<file path="config.mk">
export PLATFORM = sky130hd
export DESIGN_NAME = csmac_unit
export DESIGN_NICKNAME = d
export VERILOG_FILES = /design/src/rtl/csmac_pkg.sv /design/src/rtl/csmac_csa42.sv /design/src/rtl/csmac_booth_recode.sv /design/src/rtl/csmac_ppgen.sv /design/src/rtl/csmac_unit.sv
export SDC_FILE = /design/constraint.sdc
export NUM_CORES = 1
export LEC_CHECK = 0
export BUFFER_PORTS_ARGS = -buffer_cell sky130_fd_sc_hd__buf_4
export CAP_MARGIN = 20
export CORE_UTILIZATION = 60
export CTS_CLUSTER_SIZE = 16
export DETAILED_ROUTE_END_ITERATION = 10
export PLACE_DENSITY = 0.86
export SLEW_MARGIN = 20
export SYNTH_ARGS = -nofsm -noshare
export SYNTH_HDL_FRONTEND = slang
export SYNTH_SLANG_ARGS = --single-unit
</file>
<file path="constraint.sdc">
create_clock -name clk -period 1.5 [get_ports clk]
set_input_delay 0.3 -clock clk [delete_from_list [all_inputs] [get_ports clk]]
set_output_delay 0.3 -clock clk [all_outputs]
set_load 0.02 [all_outputs]
</file>
<file path="src/rtl/csmac_pkg.sv">
package csmac_pkg;

  // Chained form selected by the low two configuration bits
  typedef enum logic [1:0] {
    FMT_MAC_PRE  = 2'd0,  // A*(X+Y)+K
    FMT_MAC_POST = 2'd1,  // A*K+(X+Y)
    FMT_ADD3     = 2'd2,  // X+Y+K
    FMT_MUL      = 2'd3   // A*(X+Y)
  } fmt_e;

  typedef struct packed {
    logic neg_k;
    logic neg_y;
    logic neg_x;
    fmt_e fmt;
  } cfg_t;

endpackage

</file>
<file path="src/rtl/csmac_csa42.sv">
// 4:2 compressor built from two 3:2 rows; carries shifted left, top carry dropped (mod 2^W).
module csmac_csa42 #(
  parameter int W = 16
) (
  input  logic [W-1:0] a,
  input  logic [W-1:0] b,
  input  logic [W-1:0] c,
  input  logic [W-1:0] d,
  output logic [W-1:0] s,
  output logic [W-1:0] cy
);
  logic [W-1:0] s1, maj1, c1, maj2;

  assign s1   = a ^ b ^ c;
  assign maj1 = (a & b) | (a & c) | (b & c);
  assign c1   = maj1 << 1;
  assign s    = s1 ^ c1 ^ d;
  assign maj2 = (s1 & c1) | (s1 & d) | (c1 & d);
  assign cy   = maj2 << 1;
endmodule

</file>
<file path="src/rtl/csmac_booth_recode.sv">
// Carry-save pair to radix-4 digits in -2..+2 using two local transfer steps per group.
module csmac_booth_recode #(
  parameter int W = 16,
  localparam int G = W / 2
) (
  input  logic [W-1:0] ps,
  input  logic [W-1:0] pc,
  output logic [G-1:0] dig_neg,
  output logic [G-1:0] dig_one,
  output logic [G-1:0] dig_two
);
  logic [1:0] t1a [G-1];
  logic       t2a [G-1];

  for (genvar j = 0; j < G; j++) begin : g_grp
    logic [2:0]        v;
    logic [1:0]        t1, prev1;
    logic              t2, prev2;
    logic signed [4:0] w, u, r, d;

    // group value 0..6 from four bits
    assign v  = {2'b0, ps[2*j]} + {2'b0, pc[2*j]}
              + {1'b0, ps[2*j+1], 1'b0} + {1'b0, pc[2*j+1], 1'b0};
    assign t1 = (v == 3'd6) ? 2'd2 : ((v >= 3'd2) ? 2'd1 : 2'd0);
    assign w  = $signed({2'b0, v}) - $signed({1'b0, t1, 2'b00});

    if (j == 0) begin : g_first
      assign prev1 = 2'd0;
      assign prev2 = 1'b0;
    end else begin : g_rest
      assign prev1 = t1a[j-1];
      assign prev2 = t2a[j-1];
    end

    assign u  = w + $signed({3'b0, prev1});       // -2..3
    assign t2 = (u >= 5'sd2);
    assign r  = t2 ? (u - 5'sd4) : u;             // -2..1
    assign d  = r + $signed({4'b0, prev2});       // -2..2

    if (j < G - 1) begin : g_pub
      assign t1a[j] = t1;
      assign t2a[j] = t2;
    end

    assign dig_neg[j] = d[4];
    assign dig_one[j] = (d == 5'sd1) || (d == -5'sd1);
    assign dig_two[j] = (d == 5'sd2) || (d == -5'sd2);
  end
endmodule

</file>
<file path="src/rtl/csmac_ppgen.sv">
// Partial products d_j*A*4^j, negatives as inverted rows plus a correction bit at 2j.
module csmac_ppgen #(
  parameter int W = 16,
  localparam int G = W / 2
) (
  input  logic [W-1:0]        coef,
  input  logic [G-1:0]        dig_neg,
  input  logic [G-1:0]        dig_one,
  input  logic [G-1:0]        dig_two,
  output logic [G-1:0][W-1:0] pp,
  output logic [W-1:0]        corr
);
  for (genvar j = 0; j < G; j++) begin : g_row
    logic [W-1:0] mag, sgn;
    assign mag = dig_two[j] ? (coef << 1) : (dig_one[j] ? coef : '0);
    assign sgn = dig_neg[j] ? ~mag : mag;
    assign pp[j] = sgn << (2 * j);
    assign corr[2*j]   = dig_neg[j];
    assign corr[2*j+1] = 1'b0;
  end
endmodule

</file>
<file path="src/rtl/csmac_unit.sv">
module csmac_unit
  import csmac_pkg::*;
#(
  parameter int N = 16
) (
  input  logic         clk,
  input  logic         rst_n,
  input  logic         in_valid,
  output logic         in_ready,
  input  logic [4:0]   in_cfg,
  input  logic [N-1:0] in_coef,
  input  logic [N-1:0] in_x_sum,
  input  logic [N-1:0] in_x_carry,
  input  logic [N-1:0] in_y_sum,
  input  logic [N-1:0] in_y_carry,
  input  logic [N-1:0] in_k_sum,
  input  logic [N-1:0] in_k_carry,
  output logic         out_valid,
  input  logic         out_ready,
  output logic [N-1:0] out_sum,
  output logic [N-1:0] out_carry
);
  localparam int G    = N / 2;
  localparam int NADD = 6;
  localparam int NV0  = G + NADD + 2;       // rows, booth corr, addends, addend corr
  localparam int NV   = NV0 + (NV0 % 2);
  localparam int NS   = (NV - 2) / 2;

  cfg_t cfg;
  assign cfg = cfg_t'(in_cfg);

  // operand conditioning: negation inverts both vectors, +2 added later
  logic [N-1:0] xs, xc, ys, yc, ks, kc, zero_v;
  assign xs = in_x_sum   ^ {N{cfg.neg_x}};
  assign xc = in_x_carry ^ {N{cfg.neg_x}};
  assign ys = in_y_sum   ^ {N{cfg.neg_y}};
  assign yc = in_y_carry ^ {N{cfg.neg_y}};
  assign ks = in_k_sum   ^ {N{cfg.neg_k}};
  assign kc = in_k_carry ^ {N{cfg.neg_k}};
  assign zero_v = '0;

  logic [2:0]   cnt_xy, cnt_k;
  logic [N-1:0] corr_xy, corr_k, corr_all;
  assign cnt_xy   = {2'b0, cfg.neg_x} + {2'b0, cfg.neg_y};
  assign cnt_k    = {2'b0, cfg.neg_k};
  assign corr_xy  = N'({cnt_xy, 1'b0});
  assign corr_k   = N'({cnt_k, 1'b0});
  assign corr_all = N'({cnt_xy + cnt_k, 1'b0});

  // routing of operands to multiplicand side and addend side
  logic [3:0][N-1:0]      mv;
  logic [N-1:0]           mcorr, acorr;
  logic [NADD-1:0][N-1:0] av;

  always_comb begin
    mv = '0; av = '0; mcorr = '0; acorr = '0;
    case (cfg.fmt)
      FMT_MAC_PRE: begin
        mv = {yc, ys, xc, xs}; mcorr = corr_xy;
        av[0] = ks; av[1] = kc; acorr = corr_k;
      end
      FMT_MAC_POST: begin
        mv[0] = ks; mv[1] = kc; mcorr = corr_k;
        av[0] = xs; av[1] = xc; av[2] = ys; av[3] = yc; acorr = corr_xy;
      end
      FMT_ADD3: begin
        av = {kc, ks, yc, ys, xc, xs}; acorr = corr_all;
      end
      FMT_MUL: begin
        mv = {yc, ys, xc, xs}; mcorr = corr_xy;
      end
      default: ;
    endcase
  end

  // multiplicand pre-reduction to one carry-save pair
  logic [N-1:0] p0s, p0c, ps, pc;
  csmac_csa42 #(.W(N)) u_pre0 (.a(mv[0]), .b(mv[1]), .c(mv[2]), .d(mv[3]), .s(p0s), .cy(p0c));
  csmac_csa42 #(.W(N)) u_pre1 (.a(p0s), .b(p0c), .c(mcorr), .d(zero_v), .s(ps), .cy(pc));

  logic [G-1:0] dig_neg, dig_one, dig_two;
  csmac_booth_recode #(.W(N)) u_recode (
    .ps(ps), .pc(pc), .dig_neg(dig_neg), .dig_one(dig_one), .dig_two(dig_two)
  );

  logic [G-1:0][N-1:0] pp;
  logic [N-1:0]        bcorr;
  csmac_ppgen #(.W(N)) u_ppgen (
    .coef(in_coef), .dig_neg(dig_neg), .dig_one(dig_one), .dig_two(dig_two),
    .pp(pp), .corr(bcorr)
  );

  // single reduction list
  logic [NV-1:0][N-1:0] vec;
  for (genvar j = 0; j < G; j++) begin : g_vpp
    assign vec[j] = pp[j];
  end
  assign vec[G] = bcorr;
  for (genvar i = 0; i < NADD; i++) begin : g_vadd
    assign vec[G+1+i] = av[i];
  end
  assign vec[G+NADD+1] = acorr;
  if (NV > NV0) begin : g_pad
    assign vec[NV-1] = '0;
  end

  logic [NS:0][N-1:0] acc_s, acc_c;
  assign acc_s[0] = vec[0];
  assign acc_c[0] = vec[1];
  for (genvar k = 0; k < NS; k++) begin : g_tree
    csmac_csa42 #(.W(N)) u_cmp (
      .a(acc_s[k]), .b(acc_c[k]), .c(vec[2*k+2]), .d(vec[2*k+3]),
      .s(acc_s[k+1]), .cy(acc_c[k+1])
    );
  end

  // output register with valid/ready
  logic take;
  assign in_ready = !out_valid || out_ready;
  assign take     = in_valid && in_ready;

  always_ff @(posedge clk or negedge rst_n) begin
    if (!rst_n) begin
      out_valid <= 1'b0;
      out_sum   <= '0;
      out_carry <= '0;
    end else if (take) begin
      out_valid <= 1'b1;
      out_sum   <= acc_s[NS];
      out_carry <= acc_c[NS];
    end else if (out_ready) begin
      out_valid <= 1'b0;
    end
  end
endmodule

</file>
==> out/metrics.cfg, run 1 <==
[logic_synthesis]
yosysMostFrequentCell = inv_1
synth_commonest_cells = 229 x inv_1, 167 x fa_1, 159 x ha_1
ys_ff_latch = 31
yosysTopAreaCellShare_pct = 25.5
synthesis.instances = 1514
ys.flop_type = dfrtp_1
yosysSeqAreaShare_pct = 5.91
postSynthAreaPerCell_um2 = 8.67
synth-edff-count = 0
async_flop_share_pct = 100
yosysTopAreaCell = fa_1
yosysWarnings = 0
synth.area.top_cells = fa_1 25%, ha_1 15%, xnor2_1 8.3%
synth_cell_types = 75
netlist_area_um2 = 13100

[placed_design]
place_congestion = 0.970
io_buffers = 152
dp_cells = 2203
dp_worst_setup_slack_ns = -13.78
place_hpwl_um = 37400

[timing]
crit_endpoint = out_sum[15]$_DFFE_PN0P_/D
worstEndpointType = register input

[floorplan]
die_w_um = 150
die_y_um = 150
rows = 53
ioPinCount = 155
start_util_pct = 61.8

[status]
error = [ERROR GRT-0232] Routing congestion too high. Check the congestion heatmap in the GUI.
status = aborted with a tool error
stop_stage = 5_1_grt

[global_routing]
grt_max_degree = 34
grt_remaining_overflow = 252
grt_usage_pct = 83.7

[clocking]
cts_root_buffer = clkbuf_16
cts.sinks = 31
clockBufferDepth = 2
cts_buffers = 5
cts_max_level = 2

==> through the flow <==
stage          cell area [um2]  hold WS [ns]  utilization (%)  setup TNS (ns)
4_1_cts                  18200         0.218             85.7         -310.81
3_5_place_dp             17400         0.268             82.0         -328.63
3_3_place_gp             17400         0.261             82.0         -315.51
2_1_floorplan            13700       0.00441                -         -313.24
==> routing by layer <==
metal  GRT overflow  global-route usage, %
met5              0                   47.3
met4             93                   88.8
met3              4                   71.5
met2            155                   97.6
met1              0                   80.9
==> cells by family after synthesis <==
family / synth area share [%]
other: 0.0286
XOR/XNOR: 13.8
adder cells (fa/ha/maj): 40.6
multiplexers: 3.87
flip-flops: 5.91
AO/OA/AOI/OAI: 13.8
buffers and inverters: 8.67
AND/OR/NAND/NOR: 13.3
==> what timing repair did <==
action                                 4_1_cts
pin swaps                                   64
endpoints found under the hold margin       31
hold buffers                                 1
setup endpoints to repair                   30
setup buffers                               10
resized for setup                          122
==> run 2, diff against run 1 <==
--- a/config.mk
+++ b/config.mk
@@ -7,10 +7,9 @@
 export LEC_CHECK = 0
 export BUFFER_PORTS_ARGS = -buffer_cell sky130_fd_sc_hd__buf_4
 export CAP_MARGIN = 20
-export CORE_UTILIZATION = 60
-export CTS_CLUSTER_SIZE = 16
+export CORE_UTILIZATION = 40
 export DETAILED_ROUTE_END_ITERATION = 10
-export PLACE_DENSITY = 0.86
+export PLACE_DENSITY_LB_ADDON = 0.15
 export SLEW_MARGIN = 20
 export SYNTH_ARGS = -nofsm -noshare
 export SYNTH_HDL_FRONTEND = slang
==> run 2 against run 1 <==
Against the previous run: synthesized cell count stayed put; the flow now finishes, with violations (negative setup slack); area after synthesis stayed put.
==> out/metrics.cfg, run 2 <==
[cells_and_area]
largest_reg_flops = 16
finalNetCount = 2410
layout-drive-gt1-share_pct = 41.0
ff_latch_area_um2 = 776
final_common_cell = buf_4
fillCellCount = 2836
diodes = 0
final_cell_mix = 476 x buf_4, 185 x inv_1, 123 x fa_1
synthToLayoutAreaGrowth_pct = 44.4
multiInputGateArea_um2 = 12600
reg_top3 = out_sum x16, out_carry x14, out_valid x1
top_register = out_sum
final_area_um2 = 19000
final_cells = 2399

[worst_setup_path]
reg2regPathDepth = 4
cp.arrival_ns = 14.73
crit_buf_inv = 7
crit_family = adder cells
crit_type = in2reg
slowest_delay_ns = 0.63
r2r_slack_ns = 0.19
reg2reg_from = out_valid
crit_top_cell = fa_1
end_kind = flop
cp_max_fo = 4
slowest_stage = fa_2
reg2reg_to = out_sum[0]
cp_data_required_time_ns = 1.73
start_kind = input pin

[global_routing]
grt_usage_pct = 24.3
antenna_found_initial = 0
grt_pass1_vias = 12500
grt-busiest-layer = met2
grt_max_degree = 32
met2_usage_pct = 41.2
grt_pass1_wl_um = 64300
grt_remaining_overflow = 0
met1_usage_pct = 33.8
met3_usage_pct = 2.94

[logic_synthesis]
yosysWarnings = 0  ; unchanged
synth-edff-count = 0  ; unchanged
synthesis.instances = 1514  ; unchanged
synth.area.top_cells = fa_1 25%, ha_1 15%, xnor2_1 8.3%
ys.flop_type = dfrtp_1
postSynthAreaPerCell_um2 = 8.67  ; unchanged
synth_commonest_cells = 229 x inv_1, 167 x fa_1, 159 x ha_1
yosysTopAreaCellShare_pct = 25.5  ; unchanged
ys_ff_latch = 31  ; unchanged
yosysTopAreaCell = fa_1
netlist_area_um2 = 13100  ; unchanged
yosysSeqAreaShare_pct = 5.91  ; unchanged
async_flop_share_pct = 100  ; unchanged
yosysMostFrequentCell = inv_1
synth_cell_types = 75  ; unchanged

[status]
violations = negative setup slack
status = finished with violations

[detailed_routing]
totalWireLength_um = 40100
via_per_inst = 5.05
vias = 12100
drc = 0
drtIter0Drc = 596
post_drt_wl_per_cell_um = 16.7
drt_first_pass_iters = 5
ant_nets = 0

[timing]
maxSlewViolCount = 0
hold_viol = 0
fin_skew_ns = 0.00754
period_needed_ns = 14.50
fin_ws_ns = -13.00
rsz0062_at_grt = yes
whs_ns = 0.209
max_slew_margin_pct = 61.7
worst_pin_slew_ns = 0.569
max_freq_mhz = 69.0
fin_crit_sh_pct = 967
finalSetupViolCount = 30

[min_path]
hp-class = in2reg
min_delay_path_depth = 2
min-delay-start = in_valid
hold_end = out_valid

[clocking]
clk_pin_slew_ns = 0.06
cts_max_level = 2  ; unchanged
cts.sinks = 31  ; unchanged
clockBufferDepth = 2  ; unchanged
clk_latency_ns = 0.29
cts_buffers = 5  ; unchanged
cts_root_buffer = clkbuf_16
cts_tree = done

[placed_design]
place_congestion = 0.878  ; -9.5%
place_hpwl_um = 33900  ; -9.4%
io_buffers = 152  ; unchanged
placed_area_um2 = 17600  ; +1.2%
dp_cells = 2368  ; +7.5%
dp_worst_setup_slack_ns = -13.44  ; +0.337 ns

[floorplan]
rows = 65  ; +23%
die_area_um2 = 33500
start_util_pct = 41.2  ; -21 points
coreArea_um2 = 31900
die_w_um = 183  ; +22%
ioPinCount = 155  ; unchanged
die_y_um = 183  ; +22%

[flow_run]
max-cap-violations = 0

## run 2: how the worst max path moves through the flow
stage                     startpoint     endpoint  slack (ns)  depth (start not counted)
final                      in_cfg[1]  out_sum[15]      -13.00                         57
after floorplan            in_cfg[1]  out_sum[15]      -13.35                         58
after global routing       in_cfg[1]  out_sum[15]      -13.64                         58
after CTS                  in_cfg[1]  out_sum[15]      -12.93                         58
after detailed placement   in_cfg[1]  out_sum[15]      -13.44                         60
after global placement     in_cfg[1]  out_sum[15]      -13.24                         58
## run 2: stage by stage
stage	setup TNS [ns]	util [%]
6_report	-309.60	59.4
4_1_cts	-307.16	57.9
3_5_place_dp	-320.21	55.3
5_1_grt	-320.07	59.4
3_3_place_gp	-317.97	55.3
2_1_floorplan	-313.24	-
## run 2: final cells by class
| class | instances | area share [%] |
|---|---|---|
| sequential | 31 | 4.09 |
| clock inverter | 3 | 0.106 |
| multi-input combinational | 1185 | 66.5 |
| inverter | 235 | 4.73 |
| clock buffer | 5 | 0.660 |
| timing repair buffer | 505 | 21.1 |
| tap | 435 | 2.87 |
## run 2: logic make-up after synthesis
logic type | count (synthesis) | synth area share [%]
other | 1 | 0.0286
buffers and inverters | 301 | 8.67
and+or+nand+nor | 344 | 13.3
AOI/OAI and AO/OA | 266 | 13.8
DFF | 31 | 5.91
xor gates and xnor gates | 199 | 13.8
adders and majority gates | 326 | 40.6
muxes | 46 | 3.87
## run 2: per-layer routing
layer  share of wire [%]  vias up
li1                    -     5867
met1                  46     5890
met2                  48      317
met3                 5.2       30
met4                 1.4        0
met5                   0        -
## run 2: worst register-to-register path, stage by stage, from the launching register on
cell      delay, ns
dfrtp_1        0.35
nand2b_1       0.09
nand2_1        0.12
buf_12         0.23
mux2_2         0.40
## run 2: what timing repair did
item	in CTS	in global routing
pin swaps	86	56
hold buffers	1	0
gates resized for setup	115	82
cloned	2	0
endpoints found under the setup margin	30	30
setup buffers	10	13
hold endpoints to repair	31	0
Power of run 2 is not shown: default switching activity piles up to over one toggle a cycle in this logic, so the estimate is an artifact.
